`config.mk`:
```
export PLATFORM = sky130hd
export DESIGN_NAME = debug_knock_unlock
export DESIGN_NICKNAME = d
export VERILOG_FILES = /design/src/rtl/dku_pkg.sv /design/src/rtl/dku_arm_latch.sv /design/src/rtl/dku_exit_sync.sv /design/src/rtl/dku_knock_match.sv /design/src/rtl/debug_knock_unlock.sv
export SDC_FILE = /design/constraint.sdc
export NUM_CORES = 1
export LEC_CHECK = 0
export BUFFER_PORTS_ARGS = -buffer_cell sky130_fd_sc_hd__buf_2
export CAP_MARGIN = 15
export CORE_MARGIN = 2
export CORE_UTILIZATION = 30
export CTS_BUF_LIST = sky130_fd_sc_hd__clkbuf_4 sky130_fd_sc_hd__clkbuf_8 sky130_fd_sc_hd__clkbuf_16
export CTS_CLUSTER_SIZE = 24
export DETAILED_ROUTE_END_ITERATION = 8
export PLACE_DENSITY = 0.87
export SYNTH_ARGS = -nofsm -noshare
export SYNTH_HDL_FRONTEND = slang
export SYNTH_SLANG_ARGS = --single-unit
```
`constraint.sdc`:
```
create_clock -name clk -period 1.6 [get_ports clk]
set_clock_uncertainty 0.1 [all_clocks]
set_input_delay 0 -clock clk [delete_from_list [all_inputs] [get_ports clk]]
set_output_delay 0 -clock clk [all_outputs]
set_load 0.03 [all_outputs]
```
`src/rtl/dku_pkg.sv`:
```
package dku_pkg;
  localparam int BYTE_W = 8;
  localparam int WORD_W = 2 * BYTE_W;

  // Unlock comparison kept as a function so the rule lives in one place.
  function automatic logic knock_match(input logic [WORD_W-1:0] word,
                                       input logic [WORD_W-1:0] key);
    return (word ^ key) == '0;
  endfunction

  // Mode flag next-state: exit dominates, then a valid knock sets, else hold.
  function automatic logic mode_next(input logic cur, input logic hit,
                                     input logic leave);
    if (leave) return 1'b0;
    if (hit)   return 1'b1;
    return cur;
  endfunction
endpackage

```
`src/rtl/dku_arm_latch.sv`:
```
module dku_arm_latch #(
  parameter int DATA_W  = 8,
  parameter int ARM_BIT = 6
) (
  input  logic              clk,
  input  logic              rst_n,
  input  logic              txn_start,
  input  logic [DATA_W-1:0] ui_in,
  output logic              arm_eff
);
  logic armed_q;
  logic arm_now;

  assign arm_now = ui_in[ARM_BIT];
  // The cycle that starts a transaction already uses its own arm bit.
  assign arm_eff = txn_start ? arm_now : armed_q;

  always_ff @(posedge clk or negedge rst_n) begin
    if (!rst_n)         armed_q <= 1'b0;
    else if (txn_start) armed_q <= arm_now;
  end

  AST_ARM_CAPTURE: assert property (@(posedge clk) disable iff (!rst_n)
    txn_start |=> armed_q == $past(ui_in[ARM_BIT])) else $error("arm capture");
  AST_ARM_HOLD: assert property (@(posedge clk) disable iff (!rst_n)
    !txn_start |=> $stable(armed_q)) else $error("arm hold");
endmodule

```
`src/rtl/dku_exit_sync.sv`:
```
module dku_exit_sync #(
  parameter int STAGES = 2
) (
  input  logic clk,
  input  logic rst_n,
  input  logic exit_req,
  output logic exit_evt
);
  localparam int LAST = STAGES - 1;
  logic [STAGES-1:0] sync_q;
  logic              prev_q;

  generate
    for (genvar i = 0; i < STAGES; i++) begin : g_stage
      if (i == 0) begin : g_first
        always_ff @(posedge clk or negedge rst_n) begin
          if (!rst_n) sync_q[i] <= 1'b0;
          else        sync_q[i] <= exit_req;
        end
      end else begin : g_rest
        always_ff @(posedge clk or negedge rst_n) begin
          if (!rst_n) sync_q[i] <= 1'b0;
          else        sync_q[i] <= sync_q[i-1];
        end
      end
    end
  endgenerate

  always_ff @(posedge clk or negedge rst_n) begin
    if (!rst_n) prev_q <= 1'b0;
    else        prev_q <= sync_q[LAST];
  end

  assign exit_evt = sync_q[LAST] & ~prev_q;

  AST_EXIT_ONESHOT: assert property (@(posedge clk) disable iff (!rst_n)
    exit_evt |=> !exit_evt) else $error("exit not one-shot");
endmodule

```
`src/rtl/dku_knock_match.sv`:
```
module dku_knock_match
  import dku_pkg::*;
#(
  parameter logic [WORD_W-1:0] KEY = 16'hACDC
) (
  input  logic              clk,
  input  logic              rst_n,
  input  logic              arm_eff,
  input  logic              exit_evt,
  input  logic [WORD_W-1:0] word,
  output logic              mode_q
);
  logic knock_hit;

  assign knock_hit = arm_eff & knock_match(word, KEY);

  always_ff @(negedge clk or negedge rst_n) begin
    if (!rst_n) mode_q <= 1'b0;
    else        mode_q <= mode_next(mode_q, knock_hit, exit_evt);
  end

  AST_KNOCK_SETS: assert property (@(negedge clk) disable iff (!rst_n)
    (knock_hit && !exit_evt) |=> mode_q) else $error("knock missed");
  AST_EXIT_CLEARS: assert property (@(negedge clk) disable iff (!rst_n)
    exit_evt |=> !mode_q) else $error("exit missed");
  AST_MODE_STICKY: assert property (@(negedge clk) disable iff (!rst_n)
    (mode_q && !exit_evt) |=> mode_q) else $error("mode dropped");
  AST_NO_SET_UNARMED: assert property (@(negedge clk) disable iff (!rst_n)
    (!arm_eff && !mode_q) |=> !mode_q) else $error("unarmed set");
endmodule

```
`src/rtl/debug_knock_unlock.sv`:
```
module debug_knock_unlock
  import dku_pkg::*;
#(
  parameter int                DATA_W      = BYTE_W,
  parameter int                ARM_BIT     = 6,
  parameter int                SYNC_STAGES = 2,
  parameter logic [2*DATA_W-1:0] UNLOCK_KEY = 16'hACDC
) (
  input  logic              clk,
  input  logic              rst_n,
  input  logic              txn_start,
  input  logic [DATA_W-1:0] ui_in,
  input  logic [DATA_W-1:0] uio_in,
  input  logic              exit_req,
  input  logic              pause_cfg,
  input  logic [DATA_W-1:0] core_uo,
  input  logic [DATA_W-1:0] tap_uo,
  output logic              jtag_mode,
  output logic              fsm_pause,
  output logic [DATA_W-1:0] ui_core,
  output logic [DATA_W-1:0] ui_tap,
  output logic [DATA_W-1:0] uo_out
);
  logic arm_eff;
  logic exit_evt;
  logic mode_q;

  dku_arm_latch #(.DATA_W(DATA_W), .ARM_BIT(ARM_BIT)) u_arm (
    .clk(clk), .rst_n(rst_n), .txn_start(txn_start), .ui_in(ui_in),
    .arm_eff(arm_eff));

  dku_exit_sync #(.STAGES(SYNC_STAGES)) u_exit (
    .clk(clk), .rst_n(rst_n), .exit_req(exit_req), .exit_evt(exit_evt));

  dku_knock_match #(.KEY(UNLOCK_KEY)) u_knock (
    .clk(clk), .rst_n(rst_n), .arm_eff(arm_eff), .exit_evt(exit_evt),
    .word({uio_in, ui_in}), .mode_q(mode_q));

  assign jtag_mode = mode_q;
  assign fsm_pause = mode_q & pause_cfg;
  assign ui_core   = mode_q ? '0 : ui_in;
  assign ui_tap    = mode_q ? ui_in : '0;
  assign uo_out    = mode_q ? tap_uo : core_uo;

  AST_PINS_EXCLUSIVE: assert property (@(posedge clk) disable iff (!rst_n)
    (ui_core & ui_tap) == '0) else $error("pin overlap");
endmodule

```
# Word level (Yosys, flattened, before mapping)
# Index checks and enable logic that the tools add are counted.
totals:
  out_inout_bits: 26
  input_bits: 37
  elab_cells: 23
  regBits: 5
op_classes:
  reduce_logical: 2
  muxes: 11
  bitwise: 5
op_table:
  columns: ["operator", "n"]
  rows:
  - ["2-to-1 mux 8 bit", 3]
  - ["logical NOT 16 bit", 1]
  - ["NOT 9 bit", 1]
  - ["2-to-1 mux 1 bit", 8]
  - ["bitwise AND 1 bit", 3]
  - ["nonzero test 2 bit", 1]
  - ["NOT 1 bit", 1]

# Logic depth before layout (Yosys ltp)
depth:
  word_depth: 7
  mapped_depth: 4
  depth_no_buf: 3

# Cells and area by module
# From an unflattened synthesis, not the netlist that was laid out.
hier_totals:
  cells_unflattened: 43
  area_unflattened_um2: 473.0
modules_own_cells:
  columns: ["module", "area_per_inst_um2", "cells_each", "n_inst", "seq_area_each_um2"]
  rows:
  - ["debug_knock_unlock", 247.7, 28, 1, 0.0]
  - ["dku_knock_match", 96.3, 9, 1, 25.0]
  - ["dku_exit_sync", 88.8, 4, 1, 75.1]
  - ["dku_arm_latch", 40.0, 2, 1, 25.0]

==> impl_table.tex <==
\begin{tabular}{lr}
\hline
Metric & Value \\
\hline
\multicolumn{2}{l}{\textbf{Route}} \\
Number of DRC markers after the initial detailed-route iteration & 4 \\
Post-DR vias/cell & between 4 and 5 \\
Wire length after detailed routing & around 1700 µm \\
Routed vias & $\sim$620 \\
DRC violation count after routing & 0 \\
Average wire length per cell after detail routing & around 13 µm \\
Remaining antenna violation count & 0 \\
Iteration count of the initial detailed-routing pass & 2 \\
\multicolumn{2}{l}{\textbf{Critical path}} \\
Type of the setup path with the least slack & flip-flop to primary output \\
Data required, critical path & 1500 ps \\
Kind of end point of the critical path & primary output \\
Signal arrival time at the worst endpoint & approximately 2100 ps \\
R2R cell count & 2 \\
Worst Path Max Fanout & 12 \\
Nature of the critical path startpoint & flip-flop \\
\multicolumn{2}{l}{\textbf{Logic synthesis}} \\
Leading area contributor after synthesis & dfrtp\_1 \\
Post-Synthesis Cells & 43 \\
Net count of the mapped netlist & 80 \\
Dominant cells by area after synthesis & dfrtp\_1 (22\%), mux2\_2 (20\%), and2\_1 (13\%) \\
Mean area per synthesized cell & approximately 10 µm² \\
Netlist cell types & 19 \\
Sequential area share after synthesis & 0.278 \\
Flop and latch count out of synthesis & 5 \\
Number of warnings reported in the yosys synthesis log & 0 \\
Post-synthesis cell area & between 400 and 500 µm² \\
Proportion of netlist area held by the largest area contributor & 0.222 \\
\multicolumn{2}{l}{\textbf{STA}} \\
Finish-stage setup viols & 27 \\
Slew at the pin closest to its max-slew limit & $\sim$190 ps \\
Unrepaired setup endpoints after global routing & yes \\
Final count of pins violating max slew & 0 \\
Worst Setup Slack, final & -636 ps \\
Worst hold-check slack & $\sim$13 ps \\
Fin. Hold Viols & 0 \\
Worst relative slew slack & 0.871 \\
\multicolumn{2}{l}{\textbf{Place}} \\
Placed wire-length estimate & $\sim$1300 µm \\
Dpl cell area & slightly above 800 µm² \\
Placed cells & around 120 \\
Number of buffers added on ports & between 60 and 70 \\
Weighted congestion reported at the end of routability-driven placement & roughly 0.73 \\
\multicolumn{2}{l}{\textbf{Global routing}} \\
Wire length of the first global-routing pass & approximately 2800 µm \\
GRT Overall Usage & 0.202 \\
Number of global-route vias before repair & between 600 and 700 \\
Largest net degree at the start of global routing & 14 \\
Leftover overflow at the end of global routing & 0 \\
Initial antenna violation count & 0 \\
\multicolumn{2}{l}{\textbf{CTS}} \\
Clock transition time at the flip-flop clock pins of the worst setup and hold paths & around 50 ps \\
Total number of H-tree levels & 1 \\
Source-to-sink clock delay at the later pin of the worst-skew pair & 240 ps \\
Clk root buf & clkbuf\_4 \\
CTS tree & built \\
Clock sinks & 5 \\
Maximum number of buffers from clock root to sink & 2 \\
Num CTS Buffers & 3 \\
\multicolumn{2}{l}{\textbf{Worst hold path}} \\
Hold Crit Class & input pin to asynchronous set/reset pin \\
\multicolumn{2}{l}{\textbf{Power}} \\
Maximum vdd ir drop & roughly 460 µV \\
Pwr Density & $\sim$450 nW/µm² \\
Leakage component of the power & 0.584 nW \\
\multicolumn{2}{l}{\textbf{Floorplan}} \\
Std cell rows & 13 \\
Core ar. & approximately 1400 µm² \\
Count of boundary I/O pins & 63 \\
Die Span Y & approximately 43 µm \\
Die Outline Area & 1830 µm² \\
Initial Util & 0.334 \\
Die Wd & approximately 43 µm \\
\multicolumn{2}{l}{\textbf{Final layout}} \\
Combined area of the multi-input logic cells & 355 µm² \\
Total area of sequential cells & around 130 µm² \\
Number of filler cells placed in the layout & 74 \\
Final Net Count & roughly 150 \\
Fraction of final layout cells sized beyond drive strength 1 & 0.871 \\
Total inserted antenna cells & 0 \\
Post-Route Utilization & 0.808 \\
Number of standard cells in the final layout excluding fillers & $\sim$130 \\
Layout overhead on the synthesized area & 142\% \\
Final Cell Area & approximately 1100 µm² \\
\multicolumn{2}{l}{\textbf{Run status}} \\
Outcome & finished with violations \\
Failing checks & negative setup slack \\
\multicolumn{2}{l}{\textbf{Run}} \\
\# Max-Cap Violations & 0 \\
\hline
\end{tabular}
[sequential cells by signal, indices dropped and copies added (netlist names)]
name and count:
u_knock.mode_q 1, u_exit.prev_q 1, u_exit.sync_q 2, u_arm.armed_q 1
[per-layer routing]
metal,GRT usage,vias to the layer above,share of wire
li1,-,296,-
met2,0.427,45,0.58
met3,0.0766,2,0.10
met1,0.165,280,0.31
met4,0.0500,0,0.0070
met5,0,-,0
[Yosys cell counts]
cell       count
and2_1         9
mux2_2         8
and2b_1        5
dfrtp_1        4
nor2b_1        3
a221oi_2       1
a31oi_1        1
and4b_1        1
and4bb_1       1
and4bb_2       1
buf_2          1
buf_6          1
buf_8          1
dfrtn_1        1
inv_1          1
inv_2          1
mux2_4         1
nor2_1         1
o2111ai_1      1
[worst paths after layout]
path                                  start  slack, ps                to
max                          u_knock.mode_q       -640        ui_core[0]
min                                   rst_n         10     u_arm.armed_q
max reg2reg                   u_arm.armed_q       -110    u_knock.mode_q
min reg2reg                u_exit.sync_q[0]        250  u_exit.sync_q[1]
max in group asynchronous             rst_n        550    u_knock.mode_q
min in group clk                   ui_in[6]         30     u_arm.armed_q
[critical path, cell delays in order, from the launching register on]
cell,delay (ps)
dfrtn_1,440
buf_4,150
buf_16,120
and2b_2,210
buf_4,160
[power by group]
part           leakage [nW]  internal, mW  total [mW]  switching (mW)
sequential           0.0606         0.133       0.137         0.00355
clock                0.0184         0.111       0.164          0.0525
combinational         0.505         0.105       0.190          0.0854
[cells in the final DEF (no fill, tap or decap), types with 2 or more instances in the layout]
| master | count |
|---|---|
| and2b_2 | 5 |
| dfrtp_1 | 4 |
| mux2_4 | 8 |
| buf_2 | 36 |
| buf_4 | 14 |
| buf_6 | 17 |
| and2_4 | 9 |
| dlygate4sd3_1 | 3 |
| nor2b_1 | 2 |
| clkbuf_4 | 4 |
[stage by stage]
step	worst slack, ps	TNS [ps]	power, mW
detailed placement	-405	-7310	0.286
floorplan	-513	-11480	0.211
CTS	-645	-14580	0.488
global route	-696	-15700	0.523
finish	-636	-14330	0.491
global placement	-384	-6860	0.279
[logic make-up (layout without fill, tap and decap cells)]
family                 after synthesis  count (layout)  share of synthesized area
AND/OR/NAND/NOR                     21              21                      0.336
multiplexers                         9               9                      0.233
flip-flops                           5               5                      0.278
buffers and inverters                5              78                     0.0861
AO/OA/AOI/OAI                        3               3                     0.0667
[area by class of cell]
| class | instances | area share |
|---|---|---|
| inverter | 2 | 0.00688 |
| tap | 15 | 0.0172 |
| timing repair buffer | 72 | 0.508 |
| clock buffer | 4 | 0.0275 |
| sequential | 5 | 0.115 |
| multi-input combinational | 33 | 0.326 |
[what timing repair did]
action,4_1_cts,5_1_grt
hold endpoints to repair,6,0
cloned,1,0
hold buffers,3,0
endpoints found under the setup margin,27,27
setup buffers,1,1
resized for setup,47,5
Power figures use the tool's default switching activity.
